$ cat src/rtl/sir_pkg.sv
package sir_pkg;
  localparam int BAUD_W  = 6;
  localparam int PW_W    = 5;
  localparam int PRE_W   = 5;
  localparam int CTL_W   = BAUD_W + PW_W + PRE_W;
  localparam int LEN_W   = 14;

  typedef struct packed {
    logic [BAUD_W-1:0] baud;
    logic [PW_W-1:0]   width;
    logic [PRE_W-1:0]  pre;
  } phy_word_t;

  typedef enum logic {ST_IDLE, ST_SEND} tx_state_t;

  // Pulse length in enable ticks, limited to end before the shortest bit.
  function automatic logic [LEN_W-1:0] pulse_len(input logic [BAUD_W-1:0] baud,
                                                 input logic [PW_W-1:0]   wid,
                                                 input int unsigned       base_floor);
    int unsigned raw;
    int unsigned lim;
    raw = (32'(wid) + 32'd1) * (32'(baud) + 32'd1);
    lim = base_floor * (32'(baud) + 32'd1) - 32'd1;
    return LEN_W'((raw < lim) ? raw : lim);
  endfunction
endpackage

$ cat src/rtl/sir_tick_gen.sv
module sir_tick_gen
  import sir_pkg::*;
#(
  parameter int CLK_DIV  = 5,
  parameter int RATE_NUM = 9,
  parameter int RATE_DEN = 625
) (
  input  logic              clk,
  input  logic              rst_n,
  input  logic              run,
  input  logic [BAUD_W-1:0] baud,
  output logic              tick,
  output logic              bit_edge
);
  localparam int PC_W  = $clog2(CLK_DIV);
  localparam int ACC_W = $clog2(RATE_DEN + RATE_NUM);

  logic [PC_W-1:0]   pre_q;
  logic [ACC_W-1:0]  acc_q;
  logic [BAUD_W-1:0] bcnt_q;
  logic [ACC_W:0]    acc_sum;
  logic              base_evt;

  assign acc_sum  = {1'b0, acc_q} + (ACC_W+1)'(RATE_NUM);
  assign tick     = run && (pre_q == PC_W'(CLK_DIV - 1));
  assign base_evt = tick && (acc_sum >= (ACC_W+1)'(RATE_DEN));
  assign bit_edge = base_evt && (bcnt_q == baud);

  always_ff @(posedge clk) begin
    if (!rst_n || !run) begin
      pre_q  <= '0;
      acc_q  <= '0;
      bcnt_q <= '0;
    end else begin
      pre_q <= tick ? '0 : pre_q + 1'b1;
      if (tick) begin
        acc_q <= base_evt ? ACC_W'(acc_sum - (ACC_W+1)'(RATE_DEN))
                          : acc_sum[ACC_W-1:0];
      end
      if (base_evt) begin
        bcnt_q <= bit_edge ? '0 : bcnt_q + 1'b1;
      end
    end
  end
endmodule

$ cat src/rtl/sir_frame_ctrl.sv
module sir_frame_ctrl
  import sir_pkg::*;
#(
  parameter int DATA_W = 8
) (
  input  logic              clk,
  input  logic              rst_n,
  input  logic              byte_valid,
  input  logic [DATA_W-1:0] byte_data,
  input  logic [BAUD_W-1:0] new_baud,
  input  logic [PW_W-1:0]   new_width,
  input  logic              bit_edge,
  output logic              byte_ready,
  output logic              accept,
  output logic              busy,
  output logic              zero_start,
  output logic [BAUD_W-1:0] baud_q,
  output logic [PW_W-1:0]   width_q
);
  localparam int FRAME_BITS = DATA_W + 2;
  localparam int IDX_W      = $clog2(FRAME_BITS);
  localparam logic [IDX_W-1:0] LAST_IDX = IDX_W'(FRAME_BITS - 1);

  tx_state_t             state_q;
  logic [FRAME_BITS-1:0] sh_q;
  logic [IDX_W-1:0]      idx_q;
  logic                  at_last;
  logic                  last_edge;

  assign busy       = (state_q == ST_SEND);
  assign at_last    = (idx_q == LAST_IDX);
  assign last_edge  = busy && bit_edge && at_last;
  assign byte_ready = !busy || last_edge;
  assign accept     = byte_valid && byte_ready;
  // a pulse is launched for the start bit and for each later zero bit
  assign zero_start = accept || (busy && bit_edge && !at_last && !sh_q[1]);

  always_ff @(posedge clk) begin
    if (!rst_n) begin
      state_q <= ST_IDLE;
      sh_q    <= '1;
      idx_q   <= '0;
      baud_q  <= '0;
      width_q <= '0;
    end else if (accept) begin
      state_q <= ST_SEND;
      sh_q    <= {1'b1, byte_data, 1'b0};
      idx_q   <= '0;
      baud_q  <= new_baud;
      width_q <= new_width;
    end else if (busy && bit_edge) begin
      if (at_last) begin
        state_q <= ST_IDLE;
      end else begin
        sh_q  <= {1'b1, sh_q[FRAME_BITS-1:1]};
        idx_q <= idx_q + 1'b1;
      end
    end
  end
endmodule

$ cat src/rtl/sir_pulse_shaper.sv
module sir_pulse_shaper
  import sir_pkg::*;
(
  input  logic             clk,
  input  logic             rst_n,
  input  logic             tick,
  input  logic             bit_edge,
  input  logic             zero_start,
  input  logic [LEN_W-1:0] len,
  output logic             pulse
);
  logic [LEN_W-1:0] cnt_q;

  always_ff @(posedge clk) begin
    if (!rst_n) begin
      pulse <= 1'b0;
      cnt_q <= '0;
    end else if (zero_start) begin
      pulse <= 1'b1;
      cnt_q <= len;
    end else if (bit_edge) begin
      pulse <= 1'b0;
    end else if (pulse && tick) begin
      if (cnt_q == LEN_W'(1)) pulse <= 1'b0;
      cnt_q <= cnt_q - 1'b1;
    end
  end
endmodule

$ cat src/rtl/sir_tx_modulator.sv
module sir_tx_modulator
  import sir_pkg::*;
#(
  parameter int CLK_DIV  = 5,
  parameter int RATE_NUM = 9,
  parameter int RATE_DEN = 625
) (
  input  logic        clk,
  input  logic        rst_n,
  input  logic [15:0] phy_ctl,
  input  logic        tx_invert,
  input  logic        byte_valid,
  input  logic [7:0]  byte_data,
  output logic        byte_ready,
  output logic        ir_out
);
  localparam int unsigned BASE_FLOOR = RATE_DEN / RATE_NUM;

  phy_word_t         pw;
  logic              tick, bit_edge, accept, busy, zero_start, pulse, inv_q;
  logic [BAUD_W-1:0] baud_q;
  logic [PW_W-1:0]   width_q;
  logic [LEN_W-1:0]  len;
  logic              unused_preamble;

  assign pw              = phy_word_t'(phy_ctl);
  assign unused_preamble = ^pw.pre;
  assign len = accept ? pulse_len(pw.baud, pw.width, BASE_FLOOR)
                      : pulse_len(baud_q, width_q, BASE_FLOOR);

  sir_frame_ctrl #(.DATA_W(8)) u_frame (
    .clk(clk), .rst_n(rst_n), .byte_valid(byte_valid), .byte_data(byte_data),
    .new_baud(pw.baud), .new_width(pw.width), .bit_edge(bit_edge),
    .byte_ready(byte_ready), .accept(accept), .busy(busy),
    .zero_start(zero_start), .baud_q(baud_q), .width_q(width_q)
  );

  sir_tick_gen #(.CLK_DIV(CLK_DIV), .RATE_NUM(RATE_NUM), .RATE_DEN(RATE_DEN)) u_tick (
    .clk(clk), .rst_n(rst_n), .run(busy), .baud(baud_q),
    .tick(tick), .bit_edge(bit_edge)
  );

  sir_pulse_shaper u_shape (
    .clk(clk), .rst_n(rst_n), .tick(tick), .bit_edge(bit_edge),
    .zero_start(zero_start), .len(len), .pulse(pulse)
  );

  always_ff @(posedge clk) begin
    if (!rst_n) inv_q <= 1'b0;
    else        inv_q <= tx_invert;
  end

  assign ir_out = pulse ^ inv_q;
endmodule

$ cat config.mk
export PLATFORM = sky130hd
export DESIGN_NAME = sir_tx_modulator
export DESIGN_NICKNAME = d
export VERILOG_FILES = /design/src/rtl/sir_pkg.sv /design/src/rtl/sir_tick_gen.sv /design/src/rtl/sir_frame_ctrl.sv /design/src/rtl/sir_pulse_shaper.sv /design/src/rtl/sir_tx_modulator.sv
export SDC_FILE = /design/constraint.sdc
export NUM_CORES = 1
export LEC_CHECK = 0
export BUFFER_PORTS_ARGS = -buffer_cell sky130_fd_sc_hd__buf_2
export CAP_MARGIN = 25
export CORE_ASPECT_RATIO = 1.1
export CORE_MARGIN = 8
export CORE_UTILIZATION = 60
export DETAILED_ROUTE_END_ITERATION = 10
export PLACE_DENSITY = 0.77
export SLEW_MARGIN = 15
export SYNTH_ARGS = -nofsm -noshare
export SYNTH_HDL_FRONTEND = slang
export SYNTH_SLANG_ARGS = --single-unit
$ cat constraint.sdc
create_clock -name clk -period 11 [get_ports clk]
set_input_delay 1.65 -clock clk [delete_from_list [all_inputs] [get_ports clk]]
set_output_delay 1.65 -clock clk [all_outputs]
set_load 0.005 [all_outputs]
# After elaboration in Yosys (flattened, before gate mapping)
# Cells that the tools add are included.
# Widths: inputs -> output; s select.
[word_totals]
latch_bits = 0
ramBits = 0
n_memories = 0
mem_bits_ro = 0
input_bits = 28
regBits = 60
[classes]
n_div = 0
mux = 18
reduce_logical = 28
n_addsub = 12
eq_ne = 6
bitwise = 3
mul = 4
magnitude_cmp = 3
shifts = 0
[ops]
columns = ["cell", "n"]
rows = [
  ["$mux 14", 6],
  ["$lt 13x32->1", 2],
  ["$sub 14x1->15 const B", 2],
  ["$mul 7x7->14 const A", 2],
  ["$mux 9", 3],
  ["$mul 6x7->13", 2],
  ["$add 6x1->7 const B", 2],
  ["$eq 14x1->1 const B", 1],
  ["$sub 14x1->14 const B", 1],
  ["$add 5x1->6 const B", 2],
  ["$add 10x4->11 const B", 1],
  ["$ge 11x10->1 const B", 1],
  ["$mux 10", 1],
  ["$reduce_and 2->1", 5],
  ["$sub 10x10->10 const B", 1],
  ["$logic_and 1x1->1", 9],
  ["$mux 1", 7],
  ["$add 6x1->6 const B", 1],
  ["$eq 6x6->1", 1],
  ["$mux 6", 1],
  ["$reduce_bool 2->1", 3],
  ["$reduce_bool 3->1", 2],
  ["$add 4x1->4 const B", 1],
  ["$eq 4x4->1 const B", 1],
  ["8 further kinds", 16],
]

# Longest topological paths before layout
[depth]
word_depth = 11
mapped_depth = 26
mapped_depth_nobuf = 25

# By module
# A second synthesis with hierarchy kept.
[unflattened]
hier_cells = 1140
hier_area_um2 = 9379.0
[by_module_without_submodules]
columns = ["module", "seq_area_each_um2", "area_per_inst_um2", "instances", "cells_each"]
rows = [
  ["sir_tx_modulator", 20.0, 5833.1, 1, 707],
  ["sir_tick_gen", 380.4, 1619.1, 1, 198],
  ["sir_frame_ctrl", 480.5, 1073.5, 1, 130],
  ["sir_pulse_shaper", 300.3, 853.3, 1, 105],
]

# Worst setup path before layout
# OpenSTA, ideal clock, no wires.
[synth_timing]
path_type = "in2reg"
from = "input phy_ctl[10]"
to = "register u_shape.cnt_q[8]"
n_path_buf = 1
cell_stages = 22
arrival_ns = 7.525
required_ns = 10.875
setup_ns = 0.125
slack_ns = 3.350
path_cell_list = "clkbuf_1 -> nand3_1 -> xor2_1 -> or2_2 -> fa_1 -> fa_1 -> fa_1 -> inv_1 -> ha_1 -> a21o_1 -> a21oi_1 -> o21ai_0 -> a2111oi_0 -> nor2_1 -> xor2_1 -> ha_1 -> nor3_1 -> nor2_1 -> o21ai_0 -> o32ai_2 -> mux2_2 -> o41a_1"
[synth_between]
elab_chain_cells = 7
word_cells_on_any_way = 8
[synth_lines]
columns = ["element", "line", "text"]
rows = [
  ["start, declared", "sir_tx_modulator.sv:10", "input logic [15:0] phy_ctl,"],
  ["$add 6x1->7 *", "sir_pkg.sv:22, sir_pkg.sv:23", ""],
  ["$mul 7x7->14", "sir_pkg.sv:23", "lim = base_floor * (32'(baud) + 32'd1) - 32'd1;"],
  ["$sub 14x1->15", "sir_pkg.sv:23", ""],
  ["$lt 13x32->1", "sir_pkg.sv:24", "return LEN_W'((raw < lim) ? raw : lim);"],
  ["$mux 14 *", "sir_pkg.sv:24", ""],
  ["$mux 14 *", "sir_tx_modulator.sv:28", "assign len = accept ? pulse_len(pw.baud, pw.width, BASE_FLOOR)"],
  ["$mux 14 *", "sir_pulse_shaper.sv:18", "end else if (zero_start) begin"],
  ["end signal, assigned", "sir_pulse_shaper.sv:20", "cnt_q <= len;"],
  ["end signal, assigned", "sir_pulse_shaper.sv:25", "cnt_q <= cnt_q - 1'b1;"],
  ["end, declared", "sir_pulse_shaper.sv:12", "logic [LEN_W-1:0] cnt_q;"],
]
# Mark *: on every way between the ends. The rest lies on a longest branch, timed or not.
# A chain may end at the register's enable or synchronous reset.

# Worst setup path in the final report
[layout_timing]
from = "input phy_ctl[5]"
to = "register u_shape.cnt_q[9]"
[layout_between]
elab_chain_cells = 6
[layout_lines]
columns = ["element", "line", "text"]
rows = [
  ["$add 5x1->6 *", "sir_pkg.sv:22", "raw = (32'(wid) + 32'd1) * (32'(baud) + 32'd1);"],
  ["$mul 6x7->13 *", "sir_pkg.sv:22", ""],
  ["$lt 13x32->1", "sir_pkg.sv:24", ""],
  ["$mux 14 *", "sir_pkg.sv:24", ""],
  ["$mux 14 *", "sir_tx_modulator.sv:28", ""],
  ["$mux 14 *", "sir_pulse_shaper.sv:18", ""],
]
# Marks and branches as above.

==> results.yml <==
layout:
  areaGrowthSynthToFinish_pct: 6.04
  finalNetCount: 1372
  finish.instance_area_um2: 9800
  antennaDiodeCount: 0
  mostFrequentLayoutCell: "ha_1"
  post-route-util: 0.651
  final_layout_size_suffix_gt1_frac: 0.0798
  final_cell_mix: "ha_1 (151), inv_1 (125), nor2_1 (116)"
clock_tree:
  cts_inserted_buffers: 9
  cts-root-buf: "clkbuf_16"
  clockBufferDepth: 2
  h-tree-depth: 3
  cts.sinks: 59
  clkTransAtPathRegs_ns: 0.06
  post-cts-setup-buffers: 0
  insertion_delay_ns: 0.34
  ctsHoldBuffers: 0
  cts_resized: 0
  cts_tree: "done"
setup_path:
  required_ns: 11.21
  cp.arrival_ns: 8.08
  rr_startpoint: "u_frame.baud_q[0]$_SDFFE_PN0P_"
  regToRegSetupSlack_ns: 3.94
  worstRegToRegCells: 23
  worst-setup-path-type: "in -> reg"
  path_max_fanout: 15
  end_kind: "register"
  crit_end: "u_shape.cnt_q[9]$_SDFFE_PN0P_"
  timing.rr.end: "u_shape.cnt_q[8]$_SDFFE_PN0P_"
  startpoint: "phy_ctl[5]"
  critPathLaunchType: "input pin"
synth:
  synthAdderAreaFrac: 0.330
  synthCells: 1118
  ys_async_sr_fraction: 0
  ys_seq_elements: 59
  syn_avg_cell_area_um2: 8.27
  yosys_most_used_dff: "dfxtp_1"
  synth_xor_area_frac: 0.0720
  synth_seq_area_share: 0.128
  synth_top_family_by_area: "adder cells"
  synth_area_um2: 9240
  synthDistinctLibCells: 86
  muxShareOfSynthArea: 0.0215
  yosys.area_share.simple: 0.200
  synth_edf_count: 0
  syn_nets: 1355
  ys_warn_count: 0
  synth_compound_area_frac: 0.181
timing:
  setup_violations: 0
  period_share: 0.716
  max_freq_mhz: 127
  finalMaxSlewViolations: 0
  hold_ws_ns: 0.459
  hold_viol: 0
  clock_skew_ns: 0.0126
  layout_min_cycle_time_ns: 7.88
  grt_setup_unrepaired: "no"
  slew_headroom: 0.424
  tightest_slew_ns: 0.861
  tns_ns: 0
grt:
  overflow: 0
  grt_util_all_layers: 0.230
  antenna_found_initial: 0
  first_global_vias: 8124
  grt_max_degree: 33
  grt_pass1_wl_mm: 37.9
pwr:
  p_comb_frac: 0.595
  p_per_area_nw_per_um2: 126
  pwr-share-seq: 0.198
  power_switching_mw: 0.550
  finalPower_mw: 1.24
  max-vdd-ir-drop_v: 0.000101
  clkPwrFrac: 0.207
  netSwitchingFraction: 0.445
  p_int_mw: 0.686
  leakage_nw: 4.61
hold_path:
  hp-class: "reg -> reg"
  hold_depth: 1
routing:
  wl_per_cell_um: 16.4
  vias_per_cell: 6.07
  vias: 8109
  drc_errors: 0
  drtAntennaViolNets: 0
  drt-total-wl_mm: 21.9
  drt-initial-drc-count: 516
  drt_first_pass_iters: 5
die:
  fp.dieH_um: 146
  dieArea_um2: 19600
  start_util: 0.614
  num_rows: 47
  die_x_um: 134
  core-area_um2: 15100
  ios: 30
place:
  placed_cell_area_um2: 9520
  gp_congestion: 0.942
  port_buffers: 24
  dpl.hpwl_mm: 17.3
run_status:
  run_status: "completed"
flow_run:
  maxCapViolCount: 0
[per-layer routing]
layer | share of wire | GRT usage
met2 | 0.50 | 0.408
met3 | 0.038 | 0.0247
met1 | 0.43 | 0.278
met4 | 0.026 | 0.0877
met5 | 0 | 0
[synth_stat cells, types with 12 or more instances]
cell type,n,area [um^2]
a211oi_1,12,90.1
nor3_1,25,125
and3_1,13,81.3
a21oi_1,53,265
clkbuf_1,13,48.8
inv_1,125,469
ha_1,151,1890
nand2_1,72,270
nand3_1,36,180
fa_1,58,1160
or3_1,13,81.3
nor2_1,116,435
or2_2,14,87.6
xor2_1,36,315
a21o_1,20,150
mux2i_1,12,120
nand2b_1,20,125
o21ai_0,36,180
xnor2_1,40,350
dfxtp_1,59,1180
[logic make-up (layout without fill, tap and decap cells)]
logic type                 count (synthesis)  count (layout)
DFF                                       59              59
adders and majority gates                209             209
muxes                                     18              18
buffers and inverters                    154             176
AOI/OAI and AO/OA                        230             230
and+or+nand+nor                          372             372
xor gates and xnor gates                  76              76
[worst min path at each step]
| stage | slack, ns | start | endpoint |
|---|---|---|---|
| after floorplan | 0.43 | u_tick.pre_q[0]$_SDFF_PP0_ | u_tick.pre_q[0]$_SDFF_PP0_ |
| after global placement | 0.44 | u_tick.pre_q[0]$_SDFF_PP0_ | u_tick.pre_q[0]$_SDFF_PP0_ |
| final | 0.46 | u_tick.pre_q[0]$_SDFF_PP0_ | u_tick.pre_q[0]$_SDFF_PP0_ |
| after CTS | 0.47 | u_tick.pre_q[0]$_SDFF_PP0_ | u_tick.pre_q[0]$_SDFF_PP0_ |
| after global routing | 0.49 | u_tick.pre_q[0]$_SDFF_PP0_ | u_tick.pre_q[0]$_SDFF_PP0_ |
| after detailed placement | 0.46 | u_tick.pre_q[0]$_SDFF_PP0_ | u_tick.pre_q[0]$_SDFF_PP0_ |
[stage by stage]
step,worst slack (ns),cells
floorplan,3.35,1118
global placement,3.00,1318
detailed placement,2.82,1318
CTS,3.16,1334
global route,2.63,1336
finish,3.12,1336
[critical path, stage by stage]
cell and delay, ns:
buf_2 0.24, ha_1 0.23, nand3_1 0.10, xor2_1 0.49, nand2b_1 0.22, fa_1 0.48
fa_1 0.55, fa_1 0.56, inv_1 0.05, ha_1 0.33, a21o_1 0.20, a21oi_1 0.22
o21ai_0 0.13, a2111oi_0 0.48, nor2_1 0.13, xor2_1 0.30, ha_1 0.22, nor3_1 0.05
nor2_1 0.14, o21ai_0 0.12, o32ai_2 0.27, buf_4 0.26, mux2_2 0.36, o41a_1 0.31
[area by class of cell]
cell class,count,area [um^2]
Clock inverter,5,30.0
Multi-Input combinational cell,905,7440
Sequential cell,59,1180
Inverter,126,473
Tap cell,196,245
Timing Repair Buffer,34,199
Fill cell,1372,5250
Clock buffer,11,233
[state kept, by name (all words and copies together) (netlist names)]
| name | count |
|---|---|
| inv_q | 1 |
| u_frame.baud_q | 6 |
| u_frame.busy | 1 |
| u_frame.idx_q | 4 |
| u_frame.sh_q | 8 |
| u_frame.width_q | 5 |
| u_shape.cnt_q | 14 |
| u_shape.pulse | 1 |
| u_tick.acc_q | 10 |
| u_tick.bcnt_q | 6 |
| u_tick.pre_q | 3 |
[power groups by stage]
stage / Combinational (mW) / Sequential, mW / Clock, mW
after CTS: 0.731 / 0.244 / 0.259
after global routing: 0.837 / 0.246 / 0.265
after detailed placement: 0.724 / 0.249 / 0
after global placement: 0.706 / 0.248 / 0
final: 0.736 / 0.245 / 0.256
after floorplan: 0.560 / 0.244 / 0
Power figures use the tool's default switching activity.
